[src/rtl/div_step_pkg.sv]
package div_step_pkg;

  typedef enum logic [1:0] {
    OP_IDLE   = 2'b00,
    OP_USETUP = 2'b01,
    OP_SSETUP = 2'b10,
    OP_STEP   = 2'b11
  } divOp_e;

  typedef struct packed {
    logic clrFlags;
    logic seedSigned;
    logic doStep;
  } divStrobe_t;

endpackage

[src/rtl/div_step_ctrl.sv]
module div_step_ctrl
  import div_step_pkg::*;
(
  input  logic       clk,
  input  logic       rstN,
  input  logic [1:0] opSel,
  output divStrobe_t strobe
);

  always_comb begin
    strobe = '0;
    unique case (divOp_e'(opSel))
      OP_USETUP: strobe.clrFlags   = 1'b1;
      OP_SSETUP: strobe.seedSigned = 1'b1;
      OP_STEP:   strobe.doStep     = 1'b1;
      default:   strobe            = '0;
    endcase
  end

  // at most one strobe per cycle
  p_one_strobe_r5: assert property (@(posedge clk) disable iff (!rstN)
    $onehot0({strobe.clrFlags, strobe.seedSigned, strobe.doStep}));

endmodule

[src/rtl/div_step_datapath.sv]
module div_step_datapath
  import div_step_pkg::*;
#(
  parameter int WIDTH = 32
) (
  input  logic             clk,
  input  logic             rstN,
  input  divStrobe_t       strobe,
  input  logic [WIDTH-1:0] dividendIn,
  input  logic [WIDTH-1:0] divisorIn,
  output logic [WIDTH-1:0] remOut,
  output logic             qFlag,
  output logic             mFlag,
  output logic             tFlag
);

  localparam int MSB = WIDTH - 1;

  logic [WIDTH-1:0] remReg;
  logic             qReg, mReg, tReg;

  logic [WIDTH-1:0] shifted;
  logic             subMode;
  logic [WIDTH:0]   sumExt;
  logic             carryBorrow;
  logic             stepQ;
  logic             stepT;

  // working value and add/subtract selection
  always_comb begin
    shifted = {dividendIn[MSB-1:0], tReg};
    subMode = (qReg == mReg);
    if (subMode) sumExt = {1'b0, shifted} - {1'b0, divisorIn};
    else         sumExt = {1'b0, shifted} + {1'b0, divisorIn};
    carryBorrow = sumExt[WIDTH];
    stepQ = dividendIn[MSB] ^ mReg ^ carryBorrow;
    stepT = (stepQ == mReg);
  end

  always_ff @(posedge clk or negedge rstN) begin
    if (!rstN) begin
      remReg <= '0;
      qReg   <= 1'b0;
      mReg   <= 1'b0;
      tReg   <= 1'b0;
    end else if (strobe.clrFlags) begin
      qReg <= 1'b0;
      mReg <= 1'b0;
      tReg <= 1'b0;
    end else if (strobe.seedSigned) begin
      qReg <= dividendIn[MSB];
      mReg <= divisorIn[MSB];
      tReg <= dividendIn[MSB] ^ divisorIn[MSB];
    end else if (strobe.doStep) begin
      remReg <= sumExt[WIDTH-1:0];
      qReg   <= stepQ;
      tReg   <= stepT;
    end
  end

  assign remOut = remReg;
  assign qFlag  = qReg;
  assign mFlag  = mReg;
  assign tFlag  = tReg;

  // idle keeps all state
  p_idle_hold_r2: assert property (@(posedge clk) disable iff (!rstN)
    (strobe == '0) |=> ($stable(remReg) && $stable({qReg, mReg, tReg})));

  // unsigned setup clears flags, result kept
  p_uclear_r3: assert property (@(posedge clk) disable iff (!rstN)
    strobe.clrFlags |=> (!qReg && !mReg && !tReg && $stable(remReg)));

  // signed setup: T agrees with the seeded Q and M
  p_sseed_t_r4: assert property (@(posedge clk) disable iff (!rstN)
    strobe.seedSigned |=> ((tReg == (qReg ^ mReg)) && $stable(remReg)));

  // step keeps M, T tracks new Q against M
  p_step_m_r7: assert property (@(posedge clk) disable iff (!rstN)
    strobe.doStep |=> $stable(mReg));

  p_step_t_r8: assert property (@(posedge clk) disable iff (!rstN)
    strobe.doStep |=> (tReg == (qReg == mReg)));

endmodule

[src/rtl/div_step_unit.sv]
module div_step_unit
  import div_step_pkg::*;
#(
  parameter int WIDTH = 32
) (
  input  logic             clk,
  input  logic             rstN,
  input  logic [1:0]       opSel,
  input  logic [WIDTH-1:0] dividendIn,
  input  logic [WIDTH-1:0] divisorIn,
  output logic [WIDTH-1:0] remOut,
  output logic             qFlag,
  output logic             mFlag,
  output logic             tFlag
);

  divStrobe_t strobe;

  div_step_ctrl u_ctrl (
    .clk    (clk),
    .rstN   (rstN),
    .opSel  (opSel),
    .strobe (strobe)
  );

  div_step_datapath #(.WIDTH(WIDTH)) u_dp (
    .clk        (clk),
    .rstN       (rstN),
    .strobe     (strobe),
    .dividendIn (dividendIn),
    .divisorIn  (divisorIn),
    .remOut     (remOut),
    .qFlag      (qFlag),
    .mFlag      (mFlag),
    .tFlag      (tFlag)
  );

endmodule

[config.mk]
export PLATFORM = sky130hd
export DESIGN_NAME = div_step_unit
export DESIGN_NICKNAME = d
export VERILOG_FILES = /design/src/rtl/div_step_pkg.sv /design/src/rtl/div_step_ctrl.sv /design/src/rtl/div_step_datapath.sv /design/src/rtl/div_step_unit.sv
export SDC_FILE = /design/constraint.sdc
export NUM_CORES = 1
export LEC_CHECK = 0
export BUFFER_PORTS_ARGS = -buffer_cell sky130_fd_sc_hd__buf_4
export CAP_MARGIN = 0
export CORE_MARGIN = 2
export CORE_UTILIZATION = 49
export DETAILED_ROUTE_END_ITERATION = 7
export PLACE_DENSITY = 0.79
export SETUP_SLACK_MARGIN = 0.2
export SYNTH_ARGS = -nofsm -noshare
export SYNTH_HDL_FRONTEND = slang
export SYNTH_SLANG_ARGS = --single-unit
export TNS_END_PERCENT = 10
[constraint.sdc]
create_clock -name clk -period 3.5 [get_ports clk]
set_input_delay 0.35 -clock clk [delete_from_list [all_inputs] [get_ports clk]]
set_output_delay 0.35 -clock clk [all_outputs]
set_load 0.005 [all_outputs]
Word-level counts from Yosys, hierarchy flattened
Cells that the tools add are included.
W data, S select, Z words.
{"block": "totals", "ff_bits": 35}
{"block": "op_classes", "add_sub_neg": 2, "n_eq_ne": 5, "muxes": 12, "n_bitwise": 5, "n_reduce_logical": 3}
{"op": "$add A32 B32 Y33", "count": 1}
{"op": "$mux W33", "count": 1}
{"op": "$sub A32 B32 Y33", "count": 1}
{"op": "$mux W1", "count": 11}
{"op": "$eq A2 B2 Y1 const B", "count": 2}
{"op": "$reduce_and A3 Y1", "count": 1}
{"op": "$reduce_bool A3 Y1", "count": 1}
{"op": "$xor A1 B1 Y1", "count": 3}
{"op": "$eq A1 B1 Y1", "count": 2}
{"op": "$eq A2 B1 Y1 const B", "count": 1}
{"op": "$not A1 Y1", "count": 2}
{"op": "$reduce_bool A2 Y1", "count": 1}

Longest topological paths before layout
Gate-level depths: netlist (run 1).
{"block": "logic_depth", "depth_word": 7, "depth_mapped": 18, "ltp_nobuf": 18}

By module
Synthesis (run 1) repeated with hierarchy kept, for this count alone.
{"block": "hier_totals", "hier_cells": 466, "hier_area_um2": 3728.6}
{"mod": "div_step_datapath", "instances": 1, "cells_per_inst": 463, "area_per_inst_um2": 3706.1, "seq_area_each_um2": 875.8}
{"mod": "div_step_ctrl", "instances": 1, "cells_per_inst": 3, "area_per_inst_um2": 22.5, "seq_area_each_um2": 0.0}

Least setup slack after synthesis (run 1)
No wires, ideal clock.
{"block": "synth_timing", "path_kind": "input to register", "from": "input port divisorIn[7]", "to": "register u_dp.tReg (netlist: u_dp.tFlag)", "setup_time_ps": 135, "arrival_time_ps": 3994, "required_time_ps": 3365, "path_slack_ps": -629, "cell_stages": 17, "n_path_buf": 0, "path_cell_list": "or4_4 nor4_1 nand3b_1 nor2_1 a21oi_1 a21oi_1 xor2_1 ha_1 and4_1 and3_1 and3_1 a31o_2 a41oi_1 a41oi_2 a21oi_2 mux2i_1 o311ai_1"}
{"block": "synth_via", "elab_chain_len": 7}
{"item": "start: declaration", "line_no": "div_step_unit.sv:10", "text": "input logic [WIDTH-1:0] divisorIn,"}
{"item": "$add A32 B32 Y33 / $sub A32 B32 Y33 (equally long branches)", "line_no": "div_step_datapath.sv:34, div_step_datapath.sv:33"}
{"item": "$mux W33 *", "line_no": "div_step_datapath.sv:33", "text": "if (subMode) sumExt = {1'b0, shifted} - {1'b0, divisorIn};"}
{"item": "$xor A1 B1 Y1 *", "line_no": "div_step_datapath.sv:36", "text": "stepQ = dividendIn[MSB] ^ mReg ^ carryBorrow;"}
{"item": "$eq A1 B1 Y1 *", "line_no": "div_step_datapath.sv:37", "text": "stepT = (stepQ == mReg);"}
{"item": "$mux W1 *", "line_no": "div_step_datapath.sv:54", "text": "end else if (strobe.doStep) begin"}
{"item": "$mux W1 *", "line_no": "div_step_datapath.sv:50", "text": "end else if (strobe.seedSigned) begin"}
{"item": "$mux W1 *", "line_no": "div_step_datapath.sv:46", "text": "end else if (strobe.clrFlags) begin"}
{"item": "end signal: assignment", "line_no": "div_step_datapath.sv:53", "text": "tReg <= dividendIn[MSB] ^ divisorIn[MSB];"}
{"item": "end signal: assignment", "line_no": "div_step_datapath.sv:57", "text": "tReg <= stepT;"}
{"item": "end: declaration", "line_no": "div_step_datapath.sv:20", "text": "logic qReg, mReg, tReg;"}
Mark *: on every way between the ends. The rest lies on a longest branch, timed or not. The select of a mux whose other input is x is not followed.
A chain may end at the register's enable or synchronous reset.

Final worst setup path (run 1)
{"block": "layout_timing", "from": "input port divisorIn[5]", "to": "register u_dp.remReg[24] (netlist: u_dp.remOut[24])"}
{"block": "layout_via", "elab_chain_len": 2}
{"item": "$add A32 B32 Y33 / $sub A32 B32 Y33 (equally long branches)", "line_no": "div_step_datapath.sv:34, div_step_datapath.sv:33"}
{"item": "$mux W33 *", "line_no": "div_step_datapath.sv:33"}
{"item": "end signal: assignment", "line_no": "div_step_datapath.sv:55", "text": "remReg <= sumExt[WIDTH-1:0];"}
{"item": "end: declaration", "line_no": "div_step_datapath.sv:19", "text": "logic [WIDTH-1:0] remReg;"}
Mark *: on every way between the ends. The rest lies on a longest branch, timed or not.

==> results.py, run 1 <==
metrics = {
    "logic_synthesis": {
        "synthFlopType": "dfrtp_1",
        "synth_seq_area_share_pct": 23.5,
        "synth.distinct_cells": 56,
        "synth-seq-cells": 35,
        "synth-edff-count": 0,
        "yosysWarnings": 0,
        "synthCells": 428,
        "async_flop_share_pct": 100,
        "syn-cell-area_sq_um": 3730,
        "synth_nets": 534,
        "avgSynthCellArea_sq_um": 8.71,
    },
    "clock_network": {
        "clk_latency_ns": 0.30,
        "clockBufferDepth": 2,
        "cts_tree": "yes",
        "clock-root-buffer": "clkbuf_8",
        "cts.clk_slew.worst_paths_ns": 0.08,
        "cts_htree_levels": 2,
        "cts_made_buffers": 5,
        "cts.sinks": 35,
    },
    "final_layout": {
        "areaGrowthSynthToFinish_pct": 61.9,
        "nNetsFinal": 761,
        "fin_util_pct": 82.7,
        "final_cell_mix": "219 x buf_4, 38 x xnor2_1, 38 x nor2_1",
        "mostFrequentLayoutCell": "buf_4",
        "drive_above_1_share_pct": 51.1,
        "antenna_cells": 0,
    },
    "critical_path": {
        "r2r_start": "u_dp.mFlag",
        "cp_max_fo": 4,
        "worstSetupEndpointType": "flip-flop",
        "reg2reg_setup_slack_ns": -0.20,
        "crit_type": "input pin to flip-flop",
        "reg2regPathDepth": 15,
        "r2r-end": "u_dp.remOut[24]",
        "critPathLaunchType": "input pin",
        "cp.required_ns": 3.69,
        "arrival_ns": 4.29,
    },
    "power_and_ir_drop": {
        "peakVddDrop_uv": 543,
        "pwr-share-seq_pct": 11.9,
        "clock_power_share_pct": 5.8,
        "p_per_area_nw_per_um2": 1000,
        "intPower_mw": 3.37,
        "swShare_pct": 44.4,
        "p_total_mw": 6.06,
        "p_sw_mw": 2.69,
        "p_leak_nw": 2.80,
        "combPwrFrac_pct": 82.3,
    },
    "timing": {
        "hold_violations": 0,
        "finalCritPeriodShare_pct": 117,
        "worst_slew_pin_slew_ns": 0.735,
        "slew_headroom_pct": 51.0,
        "period_needed_ns": 4.11,
        "slew_violations": 0,
        "rsz0062_at_grt": "yes",
        "fin_skew_ns": 0.00959,
        "setup_viol": 15,
        "fmax_ghz": 0.243,
        "layout_setup_ws_ns": -0.607,
        "hold_ws_ns": 0.000946,
    },
    "drt": {
        "drt_iter0_drc": 300,
        "vias_per_cell": 6.07,
        "wl_met1_mm": 5.46,
        "dr_wl_met3_mm": 1.06,
        "route.detailed.drc": 0,
        "route.met2.wl_mm": 6.80,
        "postRouteAntennaNets": 0,
        "first_pass_iters": 5,
        "top_layer_used": "met4",
        "wl_per_cell_um": 18.7,
        "routed_wl_mm": 14.1,
        "vias": 4580,
    },
    "floorplan": {
        "row_count": 31,
        "dieHeight_um": 91.2,
        "die_area_sq_um": 8320,
        "fp.dieW_um": 91.2,
        "initial_utilization_pct": 51.1,
        "io_pins": 103,
        "design.core.area_sq_um": 7290,
    },
    "grt": {
        "grt_pass1_wl_mm": 20.5,
        "antenna_found_initial": 0,
        "grt_overflow_total": 0,
        "track_usage_pct": 30.5,
        "grt_max_degree": 36,
        "grt_pass1_vias": 4440,
    },
    "run_status": {
        "status": "finished with violations",
        "violations": "negative setup slack",
    },
    "min_path": {
        "holdCritPathClass": "input pin to async pin",
    },
    "placement": {
        "io_buffers": 102,
        "dp_hpwl_mm": 9.43,
        "place_congestion": 0.939,
    },
    "job": {
        "max-cap-violations": 0,
    },
}
## power groups by stage
| stage | sequential (mW) | clock, mW | combinational [mW] |
|---|---|---|---|
| finish | 0.723 | 0.351 | 4.98 |
| global route | 0.751 | 0.364 | 5.36 |
| CTS | 0.721 | 0.345 | 4.53 |
| detailed placement | 0.727 | 0 | 4.29 |
| global placement | 0.721 | 0 | 4.16 |
| floorplan | 0.738 | 0 | 2.49 |
## critical path, stage by stage
cell and delay [ns]:
buf_6 0.09, or4_4 0.55, nor4_4 0.21, nand3b_1 0.17
buf_4 0.18, nor2_4 0.11, a21oi_1 0.10, xnor2_1 0.14
ha_1 0.24, buf_4 0.17, nor3_1 0.33, o21ai_2 0.16
a211oi_2 0.26, a211oi_2 0.15, a21oi_1 0.26, buf_4 0.21
o21bai_1 0.07, a21oi_1 0.19, xnor2_1 0.08, mux2_2 0.26
## cells by family after synthesis
family | after synthesis | synth area share (%)
multiplexers | 28 | 8.43
buffers and inverters | 23 | 2.32
flip-flops | 35 | 23.5
AO/OA/AOI/OAI | 123 | 22.2
adder cells (fa/ha/maj) | 38 | 13.0
AND/OR/NAND/NOR | 122 | 16.7
XOR/XNOR | 59 | 13.9
## cell type report
| class | instances | area, sq um |
|---|---|---|
| Sequential cell | 35 | 876 |
| Multi-Input combinational cell | 370 | 3120 |
| Timing Repair Buffer | 226 | 1730 |
| Tap cell | 99 | 124 |
| Inverter | 17 | 78.8 |
| Clock buffer | 8 | 100 |
| Fill cell | 441 | 1260 |
## sequential cells by signal (all words and copies together) (netlist names)
register	flops
u_dp.remOut	32
u_dp.qFlag	1
u_dp.mFlag	1
u_dp.tFlag	1
## synth_stat cells, drive strengths merged, types with 2 or more instances
library cell  count  share of area (%)
or4               4               0.91
xnor2            39                9.2
dfrtp            35                 24
a21o              9                1.8
nor4              6                1.4
o21ai            24                3.2
nand2b            3               0.50
nand3             6               0.81
inv              17                1.7
nor2             41                4.1
xor2             20                4.7
nor3             16                2.1
buf               2               0.20
mux2             27                8.2
a21oi            42                5.7
a22oi             2               0.40
ha               37                 12
o21a              5                1.0
a41oi             3                1.4
nor2b             5               0.84
or2               2               0.34
nand3b            2               0.40
clkbuf            4               0.40
a211oi            6                1.2
a31oi             3               0.50
a32oi             2               0.47
a31o              4               0.94
nand4             4               0.67
or3               5               0.84
nor3b             3               0.60
and3              4               0.67
o31ai             4                1.2
o41ai             2               0.47
o211ai            5                1.0
nand2            19                1.9
o21bai            3               0.60
## per-layer routing
layer	up-vias	global-route usage (%)
met5	-	0
met4	0	13.1
met3	102	3.90
met2	267	53.3
met1	2171	37.5
li1	2040	-
## metrics by stage
| step | setup TNS (ns) | cells | area, sq um | worst slack [ns] |
|---|---|---|---|---|
| global route | -7.62 | 755 | 6030 | -0.702 |
| finish | -5.20 | 755 | 6030 | -0.607 |
| floorplan | -3.72 | 428 | 3800 | -0.551 |
| CTS | -2.60 | 749 | 5810 | -0.309 |
| detailed placement | -11.73 | 734 | 5520 | -0.929 |
| global placement | -9.17 | 734 | 5520 | -0.753 |
## worst max-delay path by stage
stage                 start  cells after the start         endpoint  slack, ns
2_1_floorplan  divisorIn[1]                     17       u_dp.tFlag      -0.55
3_3_place_gp   divisorIn[7]                     18       u_dp.tFlag      -0.75
3_5_place_dp   divisorIn[7]                     18       u_dp.tFlag      -0.93
4_1_cts        divisorIn[5]                     17       u_dp.tFlag      -0.31
5_1_grt        divisorIn[5]                     20       u_dp.tFlag      -0.70
6_report       divisorIn[5]                     20  u_dp.remOut[24]      -0.61
## repair_timing
item,4_1_cts,5_1_grt
hold buffers,0,0
endpoints found under the setup margin,20,21
resized for setup,37,39
pin swaps,28,17
buffers inserted,7,6
No activity file was read; power rests on OpenSTA's default activity.
==> run 2, diff against run 1 <==
Settings changed: CORE_MARGIN 2 to unset, REMOVE_ABC_BUFFERS set to 1.
==> results.py, run 2 (synthesis results as in run 1) <==
metrics = {
    "timing": {
        "finalCritPeriodShare_pct": 120,
        "period_needed_ns": 4.20,
        "final.setup.tns_ns": -7.26,
        "hold_violations": 0,
        "setup_viol": 15,
        "layout_setup_ws_ns": -0.704,
        "slew_headroom_pct": 64.3,
        "rsz0062_at_grt": "yes",
        "fmax_ghz": 0.238,
        "fin_skew_ns": 0.0135,
        "slew_violations": 0,
        "worst_slew_pin_slew_ns": 0.531,
    },
    "drt": {
        "route.detailed.drc": 0,
        "postRouteAntennaNets": 0,
        "wl_met1_mm": 5.35,
        "wl_per_cell_um": 19.2,
        "first_pass_iters": 5,
        "vias_per_cell": 6.18,
        "dr_wl_met3_mm": 1.16,
        "vias": 4719,
        "top_layer_used": "met4",
        "routed_wl_mm": 14.7,
        "route.met2.wl_mm": 7.29,
        "drt_iter0_drc": 460,
    },
    "critical_path": {
        "crit_type": "input pin to flip-flop",
        "worst_path_largest_cell_delay_ns": 0.44,
        "slowest_stage": "or3_1",
        "cp.required_ns": 3.67,
        "r2r_start": "u_dp.mFlag",
        "worst_path_dominant_cell_family": "compound AO/OA/AOI/OAI gates",
        "critPathLaunchType": "input pin",
        "worstSetupEndpointType": "flip-flop",
        "reg2regPathDepth": 15,
        "crit_top_cell": "buf_4",
        "reg2reg_setup_slack_ns": -0.30,
        "worstPathCellList": "buf_4, or3_1, nor4_4, buf_4, nand3b_1, nor3_1, nor2_1, xnor2_1, ha_1, a211oi_2, o21ai_2, a211oi_1, a211oi_1, buf_4, a41oi_4, a41oi_2, a21oi_2, mux2i_1, o311ai_1",
        "cp_max_fo": 3,
        "r2r-end": "u_dp.tFlag",
        "arrival_ns": 4.37,
        "crit_buf_inv": 3,
    },
    "floorplan": {
        "io_pins": 103,
        "row_count": 31,
        "dieHeight_um": 89.2,
        "fp.dieW_um": 89.2,
        "die_area_sq_um": 7960,
        "design.core.area_sq_um": 7290,
        "initial_utilization_pct": 51.1,
    },
    "power_and_ir_drop": {
        "p_total_mw": 6.02,
        "p_per_area_nw_per_um2": 1010,
        "peakVddDrop_uv": 633,
        "p_leak_nw": 2.82,
    },
    "clock_network": {
        "cts_htree_levels": 2,
        "cts.clk_slew.worst_paths_ns": 0.09,
        "clk_latency_ns": 0.30,
        "cts_tree": "yes",
        "clockBufferDepth": 2,
        "cts.sinks": 35,
        "clock-root-buffer": "clkbuf_8",
        "cts_made_buffers": 5,
        "postCtsHoldBufs": 0,
    },
    "placement": {
        "dp_slack_ns": -0.981,
        "dp_hpwl_mm": 9.25,
        "place_congestion": 0.983,
        "io_buffers": 102,
        "placed_cell_area_sq_um": 5480,
    },
    "min_path": {
        "holdCritPathClass": "input pin to async pin",
    },
    "run_status": {
        "violations": "negative setup slack",
        "status": "finished with violations",
    },
    "grt": {
        "antenna_found_initial": 0,
        "grt_pass1_wl_mm": 19.9,
        "grt_pass1_vias": 4496,
        "grt_overflow_total": 0,
        "grt_max_degree": 36,
        "track_usage_pct": 32.1,
    },
    "final_layout": {
        "areaGrowthSynthToFinish_pct": 60.6,
        "drive_above_1_share_pct": 48.8,
        "nNetsFinal": 771,
        "final_cell_mix": "230 x buf_4, 38 x nor2_1, 37 x xnor2_1",
        "mostFrequentLayoutCell": "buf_4",
        "antenna_cells": 0,
        "fin_util_pct": 82.1,
        "largest_register_ffs": 32,
        "final_area_sq_um": 5990,
    },
    "job": {
        "max-cap-violations": 0,
    },
}
[run 2: per-layer routing]
metal / vias up / track usage (%)
li1: 2069 / -
met1: 2183 / 36.2
met2: 343 / 57.7
met3: 124 / 5.82
met4: 0 / 16.9
met5: - / 0
[run 2: area by class of cell]
cell class	count	area, sq um
Clock buffer	6	72.6
Fill cell	412	1310
Inverter	17	68.8
Multi-Input combinational cell	370	3050
Sequential cell	35	876
Tap cell	99	124
Timing Repair Buffer	236	1800
[run 2: worst max-delay path by stage]
stage            startpoint  cells after the start    endpoint
5_1_grt        divisorIn[3]                     19  u_dp.tFlag
4_1_cts        divisorIn[7]                     20  u_dp.tFlag
3_3_place_gp   divisorIn[7]                     19  u_dp.tFlag
3_5_place_dp   divisorIn[7]                     19  u_dp.tFlag
6_report       divisorIn[3]                     19  u_dp.tFlag
2_1_floorplan  divisorIn[7]                     17  u_dp.tFlag
[run 2: power by group]
group / switching [mW] / total (mW) / internal [mW]
Clock: 0.162 / 0.295 / 0.133
Combinational: 2.39 / 4.99 / 2.59
Sequential: 0.121 / 0.734 / 0.613
Total: 2.68 / 6.02 / 3.34
[run 2: through the flow]
step / instances / hold WS [ns]
2_1_floorplan: 422 / 0.0544
3_3_place_gp: 740 / 0.339
3_5_place_dp: 740 / 0.344
4_1_cts: 751 / 0.0351
5_1_grt: 763 / 0.0472
6_report: 763 / 0.00252
[run 2: repair_timing]
action | CTS | global route
resized for setup | 37 | 36
endpoints found under the setup margin | 22 | 21
pin swaps | 14 | 35
setup buffers | 5 | 12
endpoints found under the hold margin | 0 | 0
